`src/rtl/msix_pkg.sv`:
```
package msix_pkg;

  typedef enum logic [1:0] {
    RD_NONE  = 2'd0,
    RD_TABLE = 2'd1,
    RD_PBA   = 2'd2,
    RD_BAD   = 2'd3
  } rd_kind_e;

  // Strobes from the access/trigger control to the table datapath
  typedef struct packed {
    logic     wrEn;
    logic     wr64;
    logic [1:0] word;
    rd_kind_e rdKind;
    logic     rd64;
    logic     fire;
  } ctl_strobe_t;

endpackage

```
`src/rtl/msix_ctl.sv`:
```
module msix_ctl
  import msix_pkg::*;
#(
  parameter int NUM_VEC = 3,
  parameter int ADDR_W  = 16,
  parameter int TRIG_W  = 8,
  parameter int IDX_W   = 2
) (
  input  logic              clk,
  input  logic              rstN,
  input  logic              regWrEn,
  input  logic              regRdEn,
  input  logic [ADDR_W-1:0] regOffset,
  input  logic [3:0]        regSize,
  input  logic              msixEnable,
  input  logic              funcMask,
  input  logic              msiEnable,
  input  logic              trigValid,
  input  logic [TRIG_W-1:0] trigIndex,
  input  logic [NUM_VEC-1:0] maskBits,
  output ctl_strobe_t       strobe,
  output logic [IDX_W-1:0]  entryIdx,
  output logic [IDX_W-1:0]  fireIdx
);

  localparam int TBL_BYTES = NUM_VEC * 16;
  localparam int PBA_BASE  = ((TBL_BYTES + 4095) / 4096) * 4096;
  localparam int PBA_LEN   = ((NUM_VEC + 63) / 64) * 8;

  logic sizeOk, alignOk, inTable, inPba, accessOk;
  logic trigInRange, trigUnmasked, funcAllows;

  always_comb begin
    sizeOk   = (regSize == 4'd4) || (regSize == 4'd8);
    alignOk  = (regSize == 4'd8) ? (regOffset[2:0] == 3'b000)
                                 : (regOffset[1:0] == 2'b00);
    inTable  = (32'(regOffset) >> 4) < 32'(NUM_VEC);
    inPba    = (32'(regOffset) >= 32'(PBA_BASE)) &&
               (32'(regOffset) < 32'(PBA_BASE + PBA_LEN));
    accessOk = sizeOk && alignOk;
  end

  assign entryIdx = regOffset[IDX_W+3:4];
  assign fireIdx  = trigIndex[IDX_W-1:0];

  always_comb begin
    trigInRange  = 32'(trigIndex) < 32'(NUM_VEC);
    trigUnmasked = trigInRange && !maskBits[fireIdx];
    funcAllows   = msixEnable && !msiEnable && !funcMask;
  end

  always_comb begin
    strobe        = '0;
    strobe.wrEn   = regWrEn && accessOk && inTable;
    strobe.wr64   = (regSize == 4'd8);
    strobe.word   = regOffset[3:2];
    strobe.rd64   = (regSize == 4'd8);
    strobe.rdKind = RD_NONE;
    if (regRdEn) begin
      if (accessOk && inTable)     strobe.rdKind = RD_TABLE;
      else if (accessOk && inPba)  strobe.rdKind = RD_PBA;
      else                         strobe.rdKind = RD_BAD;
    end
    strobe.fire   = trigValid && funcAllows && trigUnmasked;
  end

  // A write strobe must never leave the control with an alignment violation
  p_wr_aligned_r3: assert property (@(posedge clk) disable iff (!rstN)
    strobe.wrEn |-> (regOffset[1:0] == 2'b00));

  // A write strobe must address a real entry
  p_wr_in_table_r4: assert property (@(posedge clk) disable iff (!rstN)
    strobe.wrEn |-> (32'(entryIdx) < 32'(NUM_VEC)));

endmodule

```
`src/rtl/msix_dp.sv`:
```
module msix_dp
  import msix_pkg::*;
#(
  parameter int NUM_VEC = 3,
  parameter int IDX_W   = 2
) (
  input  logic              clk,
  input  logic              rstN,
  input  ctl_strobe_t       strobe,
  input  logic [IDX_W-1:0]  entryIdx,
  input  logic [IDX_W-1:0]  fireIdx,
  input  logic [63:0]       wrData,
  output logic [NUM_VEC-1:0] maskBits,
  output logic              rdValid,
  output logic [63:0]       rdData,
  output logic              msgValid,
  output logic [7:0]        msgDest,
  output logic [7:0]        msgVector
);

  logic [31:0] addrLo  [NUM_VEC];
  logic [31:0] addrHi  [NUM_VEC];
  logic [31:0] msgData [NUM_VEC];
  logic [31:0] vecCtrl [NUM_VEC];

  for (genvar i = 0; i < NUM_VEC; i++) begin : g_entry
    logic hit;
    assign hit = strobe.wrEn && (32'(entryIdx) == i);

    always_ff @(posedge clk) begin
      if (!rstN) begin
        addrLo[i]  <= '0;
        addrHi[i]  <= '0;
        msgData[i] <= '0;
        vecCtrl[i] <= 32'h0000_0001;
      end else if (hit) begin
        if (strobe.wr64) begin
          if (!strobe.word[1]) begin
            addrLo[i] <= wrData[31:0];
            addrHi[i] <= wrData[63:32];
          end else begin
            msgData[i] <= wrData[31:0];
            vecCtrl[i] <= wrData[63:32];
          end
        end else begin
          case (strobe.word)
            2'd0:    addrLo[i]  <= wrData[31:0];
            2'd1:    addrHi[i]  <= wrData[31:0];
            2'd2:    msgData[i] <= wrData[31:0];
            default: vecCtrl[i] <= wrData[31:0];
          endcase
        end
      end
    end

    assign maskBits[i] = vecCtrl[i][0];
  end

  logic [63:0] rdNext;
  logic [31:0] rdWord;

  always_comb begin
    case (strobe.word)
      2'd0:    rdWord = addrLo[entryIdx];
      2'd1:    rdWord = addrHi[entryIdx];
      2'd2:    rdWord = msgData[entryIdx];
      default: rdWord = vecCtrl[entryIdx];
    endcase
    case (strobe.rdKind)
      RD_TABLE: begin
        if (strobe.rd64)
          rdNext = strobe.word[1] ? {vecCtrl[entryIdx], msgData[entryIdx]}
                                  : {addrHi[entryIdx], addrLo[entryIdx]};
        else
          rdNext = {32'h0, rdWord};
      end
      RD_PBA:  rdNext = '0;
      default: rdNext = '1;
    endcase
  end

  always_ff @(posedge clk) begin
    if (!rstN) begin
      rdValid   <= 1'b0;
      rdData    <= '0;
      msgValid  <= 1'b0;
      msgDest   <= '0;
      msgVector <= '0;
    end else begin
      rdValid  <= (strobe.rdKind != RD_NONE);
      if (strobe.rdKind != RD_NONE) rdData <= rdNext;
      msgValid <= strobe.fire;
      if (strobe.fire) begin
        msgDest   <= addrLo[fireIdx][19:12];
        msgVector <= msgData[fireIdx][7:0];
      end
    end
  end

  // Pending-window reads come back as zero
  p_pba_zero_r5: assert property (@(posedge clk) disable iff (!rstN)
    (rdValid && $past(strobe.rdKind == RD_PBA)) |-> (rdData == 64'h0));

  // Rejected reads come back as all ones
  p_bad_ones_r2: assert property (@(posedge clk) disable iff (!rstN)
    (rdValid && $past(strobe.rdKind == RD_BAD)) |-> (rdData == '1));

  // A message always follows a fire strobe from the control
  p_msg_from_fire_r8: assert property (@(posedge clk) disable iff (!rstN)
    msgValid |-> $past(strobe.fire));

endmodule

```
`src/rtl/msix_vector_ctl.sv`:
```
module msix_vector_ctl
  import msix_pkg::*;
#(
  parameter int NUM_VEC = 3,
  parameter int ADDR_W  = 16,
  parameter int TRIG_W  = 8
) (
  input  logic              clk,
  input  logic              rstN,
  input  logic              regWrEn,
  input  logic              regRdEn,
  input  logic [ADDR_W-1:0] regOffset,
  input  logic [3:0]        regSize,
  input  logic [63:0]       regWrData,
  output logic              regRdValid,
  output logic [63:0]       regRdData,
  input  logic              msixEnable,
  input  logic              funcMask,
  input  logic              msiEnable,
  input  logic              trigValid,
  input  logic [TRIG_W-1:0] trigIndex,
  output logic              msgValid,
  output logic [7:0]        msgDest,
  output logic [7:0]        msgVector
);

  localparam int IDX_W = (NUM_VEC > 1) ? $clog2(NUM_VEC) : 1;

  ctl_strobe_t      strobe;
  logic [IDX_W-1:0] entryIdx;
  logic [IDX_W-1:0] fireIdx;
  logic [NUM_VEC-1:0] maskBits;

  msix_ctl #(
    .NUM_VEC(NUM_VEC), .ADDR_W(ADDR_W), .TRIG_W(TRIG_W), .IDX_W(IDX_W)
  ) u_ctl (
    .clk(clk), .rstN(rstN),
    .regWrEn(regWrEn), .regRdEn(regRdEn),
    .regOffset(regOffset), .regSize(regSize),
    .msixEnable(msixEnable), .funcMask(funcMask), .msiEnable(msiEnable),
    .trigValid(trigValid), .trigIndex(trigIndex),
    .maskBits(maskBits),
    .strobe(strobe), .entryIdx(entryIdx), .fireIdx(fireIdx)
  );

  msix_dp #(
    .NUM_VEC(NUM_VEC), .IDX_W(IDX_W)
  ) u_dp (
    .clk(clk), .rstN(rstN),
    .strobe(strobe), .entryIdx(entryIdx), .fireIdx(fireIdx),
    .wrData(regWrData),
    .maskBits(maskBits),
    .rdValid(regRdValid), .rdData(regRdData),
    .msgValid(msgValid), .msgDest(msgDest), .msgVector(msgVector)
  );

  // A message needs every function-level permission in the triggering cycle
  p_msg_permitted_r7: assert property (@(posedge clk) disable iff (!rstN)
    msgValid |-> $past(trigValid && msixEnable && !msiEnable && !funcMask &&
                       (32'(trigIndex) < 32'(NUM_VEC))));

  // Read data only answers a read request
  p_rd_follows_req_r10: assert property (@(posedge clk) disable iff (!rstN)
    regRdValid |-> $past(regRdEn));

endmodule

```
`config.mk`:
```
export PLATFORM = sky130hd
export DESIGN_NAME = msix_vector_ctl
export DESIGN_NICKNAME = d
export VERILOG_FILES = /design/src/rtl/msix_pkg.sv /design/src/rtl/msix_ctl.sv /design/src/rtl/msix_dp.sv /design/src/rtl/msix_vector_ctl.sv
export SDC_FILE = /design/constraint.sdc
export NUM_CORES = 1
export LEC_CHECK = 0
export BUFFER_PORTS_ARGS = -buffer_cell sky130_fd_sc_hd__buf_2
export CORE_MARGIN = 5
export CORE_UTILIZATION = 51
export CTS_BUF_LIST = sky130_fd_sc_hd__clkbuf_2
export DETAILED_ROUTE_END_ITERATION = 8
export PLACE_DENSITY = 0.7
export SLEW_MARGIN = 10
export SYNTH_ARGS = -nofsm -noshare
export SYNTH_HDL_FRONTEND = slang
export SYNTH_SLANG_ARGS = --single-unit
```
`constraint.sdc`:
```
create_clock -name clk -period 8.5 [get_ports clk]
set_input_delay 0.425 -clock clk [delete_from_list [all_inputs] [get_ports clk]]
set_output_delay 0.425 -clock clk [all_outputs]
set_load 0.05 [all_outputs]
```
-- Yosys cells after proc, flatten, opt, wreduce, memory -nomap -nowiden
Memories as Yosys holds them, arrays and structs flattened. A register that Yosys moved wholly into a read port is not among the register bits.
Index checks and enable logic that the tools add are counted.
- register bits after elaboration: 66
- memory bits (writable): 384
- output and inout bits: 82
- word-level logic and storage cells: 171
- memories: 4
- order comparisons: 5
- equal/unequal tests: 8
- mux-type cells: 101
- bitwise logic cells: 24
- reduce and logical (&&, ||, !) cells: 26
- memories (memory ; depth ; bits a word ; read ports ; clocked after Yosys merged registers in ; write ports ; RTL line ; text):
    u_dp.addrHi ; 3 ; 32 ; 1 ; 0 ; 3 ; msix_dp.sv:22 ; logic [31:0] addrHi [NUM_VEC];
    u_dp.addrLo ; 3 ; 32 ; 2 ; 1 ; 3 ; msix_dp.sv:21 ; logic [31:0] addrLo [NUM_VEC];
    u_dp.msgData ; 3 ; 32 ; 2 ; 1 ; 3 ; msix_dp.sv:23 ; logic [31:0] msgData [NUM_VEC];
    u_dp.vecCtrl ; 3 ; 32 ; 4 ; 0 ; 3 ; msix_dp.sv:24 ; logic [31:0] vecCtrl [NUM_VEC];
- operator list (kind ; count):
    2-to-1 mux 32 bit ; 24
    2-to-1 mux 64 bit ; 2
    one-hot mux 64 bit (2 select lines) ; 1
    one-hot mux 32 bit (3 select lines) ; 1
    2-to-1 mux 1 bit ; 70
    bitwise OR 1 bit ; 24
    >= comparator 16 x 13 -> 1 bit (second input constant) ; 1
    less-than comparator 16 x 13 -> 1 bit (second input constant) ; 1
    logical AND 1 bit ; 14
    less-than comparator 12 x 2 -> 1 bit (second input constant) ; 1
    less-than comparator 8 x 2 -> 1 bit (second input constant) ; 1
    equality test 2 x 1 -> 1 bit (second input constant) ; 3
    equality test 2 bit (second input constant) ; 3
    zero test 2 bit ; 3
    zero test 1 bit ; 5
    equality test 4 x 3 -> 1 bit (second input constant) ; 1
    equality test 4 bit (second input constant) ; 1
    2-to-1 mux 2 bit ; 2
    zero test 3 bit ; 1
    less-than comparator 2 x 3 -> 1 bit (second input constant) ; 1
    OR reduction 3 bit ; 1
    binary-select mux 1 bit (select 2 bit) ; 1
    nonzero test 2 bit ; 1
    logical OR 1 bit ; 1

-- Logic depth before layout (Yosys ltp)
- depth in word-level cells: 11
- depth in mapped cells: 13
- mapped depth without buffers: 10

-- By module
A second synthesis with hierarchy kept.
- cells, all modules: 1685
- area total of the unflattened synthesis: 22555.4 µm²
- by module, submodules not included (module ; instances ; cells each ; area an instance (µm²) ; sequential area each (µm²)):
    msix_dp ; 1 ; 1657 ; 22338.9 ; 13172.6
    msix_ctl ; 1 ; 28 ; 216.5 ; 0.0

-- Least setup slack after synthesis
Ideal clock, no wire load.
- path type: input -> register
- start point: input port regSize[1]
- end point: memory u_dp.addrHi[0][0], enable pin
- library setup time: 0.466 ns
- arrival time: 3.895 ns
- data required time: 8.034 ns
- slack: 4.139 ns
- stages on the path: 5
- cell sequence: nor4b_2 -> clkbuf_1 -> nor2_1 -> or4_1 -> o21ai_0
- RTL lines (item ; RTL line ; text):
    start: declaration ; msix_vector_ctl.sv:13 ; input logic [3:0] regSize,
    end: declaration ; msix_dp.sv:22 ;

-- Final worst setup path
- start point: input port regOffset[5]
- end point: register u_dp.rdData[28]
- word-level cells in the longest chain between the ends: 8
- elaborated cells between the ends (all ways): 20
- RTL lines (item ; RTL line ; text):
    start: declaration ; msix_vector_ctl.sv:12 ; input logic [ADDR_W-1:0] regOffset,
    >= comparator 16 x 13 -> 1 bit / less-than comparator 16 x 13 -> 1 bit (equally long branches) ; msix_ctl.sv:38, msix_ctl.sv:39 ;
    logical AND 1 bit ; msix_ctl.sv:38 ; inPba = (32'(regOffset) >= 32'(PBA_BASE)) &&
    logical AND 1 bit ; msix_ctl.sv:61 ; else if (accessOk && inPba) strobe.rdKind = RD_PBA;
    2-to-1 mux 1 bit ; msix_ctl.sv:61 ;
    2-to-1 mux 2 bit ; msix_ctl.sv:60 ; if (accessOk && inTable) strobe.rdKind = RD_TABLE;
    2-to-1 mux 2 bit ; msix_ctl.sv:59 ; if (regRdEn) begin
    equality test 2 bit / equality test 2 x 1 -> 1 bit (equally long branches) ; msix_dp.sv:69 ; case (strobe.rdKind)
    one-hot mux 64 bit (2 select lines) ; msix_dp.sv:69 ;
    end signal: assignment ; msix_dp.sv:91 ; if (strobe.rdKind != RD_NONE) rdData <= rdNext;
    end: declaration ; msix_dp.sv:15 ; output logic [63:0] rdData,
Several ways; a longest one is shown, not always the timed one.
A chain may end at the register's enable or synchronous reset.

==> results.md <==
* Outcome: completed
* RSZ-0062 raised after global routing: false
* Synth Flop Type: edfxtp_1
* Main combinational cell family by area after synthesis: simple AND/OR/NAND/NOR gates
* DRT iter0 DRCs at between 1500 and 2000
* Post-synthesis mux area share at 12.2%
* Worst-path clk slew at around 100 ps
* Clock skew at 65.3 ps
* TNS Setup at 0 ps
* Max incr delay on CP at 590 ps
* CTS Hold Bufs at 94
* Total Routing Usage GR at 27.6%
* Placed insts at ~2400
* Hpwl dp at just under 40000 um
* Die height at 216 um
* Hold Path Class: in2reg
* Number of post-CTS setup repair buffers at 0
* Vias in the first global route at about 17000
* Mapped Area at 21600 um2
* Post-synth ARST share at 0%
* Die area at ~47000 um2
* Worst-path cell chain: dlygate4sd3_1, buf_4, nor2_4, buf_4, nand4b_1, o21ai_0, ha_2, buf_4, nor2b_2, and3_1, a22o_1, nor3_1
* Die width at 216 um
* Final setup violation count at 0
* Final nets at between 2000 and 2500
* CTS H-Tree Depth at 3
* Share of cells above drive strength 1 at a little under a quarter
* Routed len/inst at 23.9 um
* Std-Cell Core Area at 41900 um2
* Initial antenna violation count at 1
* Clk_lat worst skew at approximately 1100 ps
* Grt ovf at 0
* Endpoints failing hold at 0
* Syn Inst Count at 1814
* CP arrival at around 4300 ps
* Worst setup SP type: input pin
* DRT Pass-1 Iters at 6
* Slew Limit Fails at 0
* CP Capture Type: register
* Slew headroom at 19.9%
* Commonest non-fill, non-tap cell in the layout: edfxtp_1
* Avg Synthesized Cell Area at 11.9 um2
* Data required time of the critical path at 9440 ps
* Max-Cap Viols at 0
* Post-synthesis sequential area ratio at 60.9%
* PortBufs at 181
* CTS max path bufs at 3
* EDFF count, synth at 384
* DRC at 0
* Via density at 5.95
* Leading cell types in the layout, fill and taps excluded: edfxtp_1, nor2_1, clkbuf_2
* Slowest CP cell: and3_1
* Fin cells at 2746
* Post-route antenna net violation count at 0
* Post-synthesis net count at 1915
* Clock Tree Root: clkbuf_2
* Drt total wl at 65700 um
* CP dominant cell by count: buf_4
* Worst-path maximum fanout at 62
* Complex-gate fraction of the synthesized area at 6.09%
* Post-synthesis simple-gate area fraction at 17.9%
* CTS Sinks at 466
* I/O pin cnt at 182
* Pin count of the biggest net entering global routing at ~70
* Num rows at 75
* Num CTS Buffers at between 100 and 150
* Seq cells post-synth at 466
* Final Cycle Share at 39.6%
* Fill count at 3448
* Final GP Congestion at 0.897
* IR drop worst, VDD at 116 uV
* Power density over the cells at 191 nW/um2
* Yosys warning count at 0
* Period minus WS final at 3360 ps
* Via count at 16300
* Area grow syn2layout at 16.3%
* Adder-Cell Fraction of Synth Area at 0.0579%
* CTS resizes at 0
* Worst-Margin Slew at 1200 ps
* Global-route wire length before repair at about 100000 um
* CP Class: in2reg
* Initial Util at 51.6%
* Max Fclk at 297 MHz
* Leak pwr at 9.75 nW
* Area share of xor/xnor cells in the synthesized design at 0.0405%
* Unique cell type count in the Yosys netlist at 46
* CTS tree: done
[critical path, delay by kind of cell]
family	cells	cell delay, ps
buf+inv	4	1870
fa+ha+maj	1	230
simple gates	5	1170
compound gates	2	590
[synth_stat cells, types with 4 or more instances]
cell,number,share of area [%]
mux4_2,28,2.9
clkbuf_1,102,1.8
a21oi_1,42,0.97
and3_1,63,1.8
nor2b_1,50,1.4
nand2_1,132,2.3
buf_2,28,0.65
edfxtp_1,384,53
mux2_2,28,1.5
nor2_1,229,4.0
nor3_1,30,0.69
a221oi_1,4,0.16
a22o_1,28,1.1
inv_1,5,0.087
dfxtp_1,82,7.6
nand3_1,68,1.6
o21ai_0,63,1.5
mux2i_1,169,7.8
nand3b_1,8,0.28
and2_1,99,2.9
a22oi_1,65,2.3
buf_1,11,0.19
nand2b_1,61,1.8
[cell type report]
class / count / area, um2 / share of cell area (%)
clock inverter: 23 / 115 / 0.458
inverter: 5 / 18.8 / 0.0747
timing repair buffer: 316 / 2170 / 8.61
tap: 539 / 674 / 2.68
multi-input combinational: 1200 / 8010 / 31.9
sequential: 466 / 13200 / 52.4
antenna: 1 / 2.50 / 0.00995
clock buffer: 196 / 981 / 3.90
[metrics by stage]
step                      setup slack, ps  power, mW  util (%)  hold slack, ps  cell area (um2)
final                                5140       4.81      59.9             126            25100
after global routing                 4970       5.00      59.9            78.3            25100
after CTS                            5310       4.83      59.9            25.9            25100
after detailed placement             4280       3.28      55.1             483            23100
after global placement               4350       3.26      55.1             466            23100
after floorplan                      4140       3.05         -             555            21600
[per-layer routing]
| metal | track usage [%] | up-vias | share of wire [%] |
|---|---|---|---|
| met2 | 45.4 | 992 | 48 |
| met5 | 0 | - | 0 |
| met4 | 12.1 | 0 | 4.3 |
| met3 | 6.17 | 152 | 9.8 |
| li1 | - | 7243 | - |
| met1 | 35.4 | 7941 | 38 |
[sequential cells by signal (all words and copies together), names as in the netlist]
signal,count
u_dp.msgDest,8
u_dp.rdData,64
u_dp.addrLo,96
u_dp.rdValid,1
u_dp.msgData,96
u_dp.msgValid,1
u_dp.addrHi,96
u_dp.vecCtrl,96
u_dp.msgVector,8
[power by group]
group | switching [mW] | internal (mW) | total (mW)
Sequential | 0.0536 | 2.58 | 2.64
Clock | 0.922 | 0.630 | 1.55
Combinational | 0.419 | 0.201 | 0.621
[worst paths after layout]
path                            from           endpoint  slack (ps)  depth (start not counted)
setup / recovery        regOffset[5]    u_dp.rdData[28]        5140                         12
hold / removal            msixEnable  u_dp.msgVector[1]         130                          6
setup reg to reg  u_dp.vecCtrl[2][0]      u_dp.msgValid        6510                          4
hold reg to reg       u_dp.rdData[2]     u_dp.rdData[2]         500                          2
[cell families after synthesis]
logic type | after synthesis
simple gates | 768
flops | 466
mux | 225
compound gates | 205
buf+inv | 148
xor+xnor | 1
fa+ha+maj | 1
(Power assumes the default switching activity.)
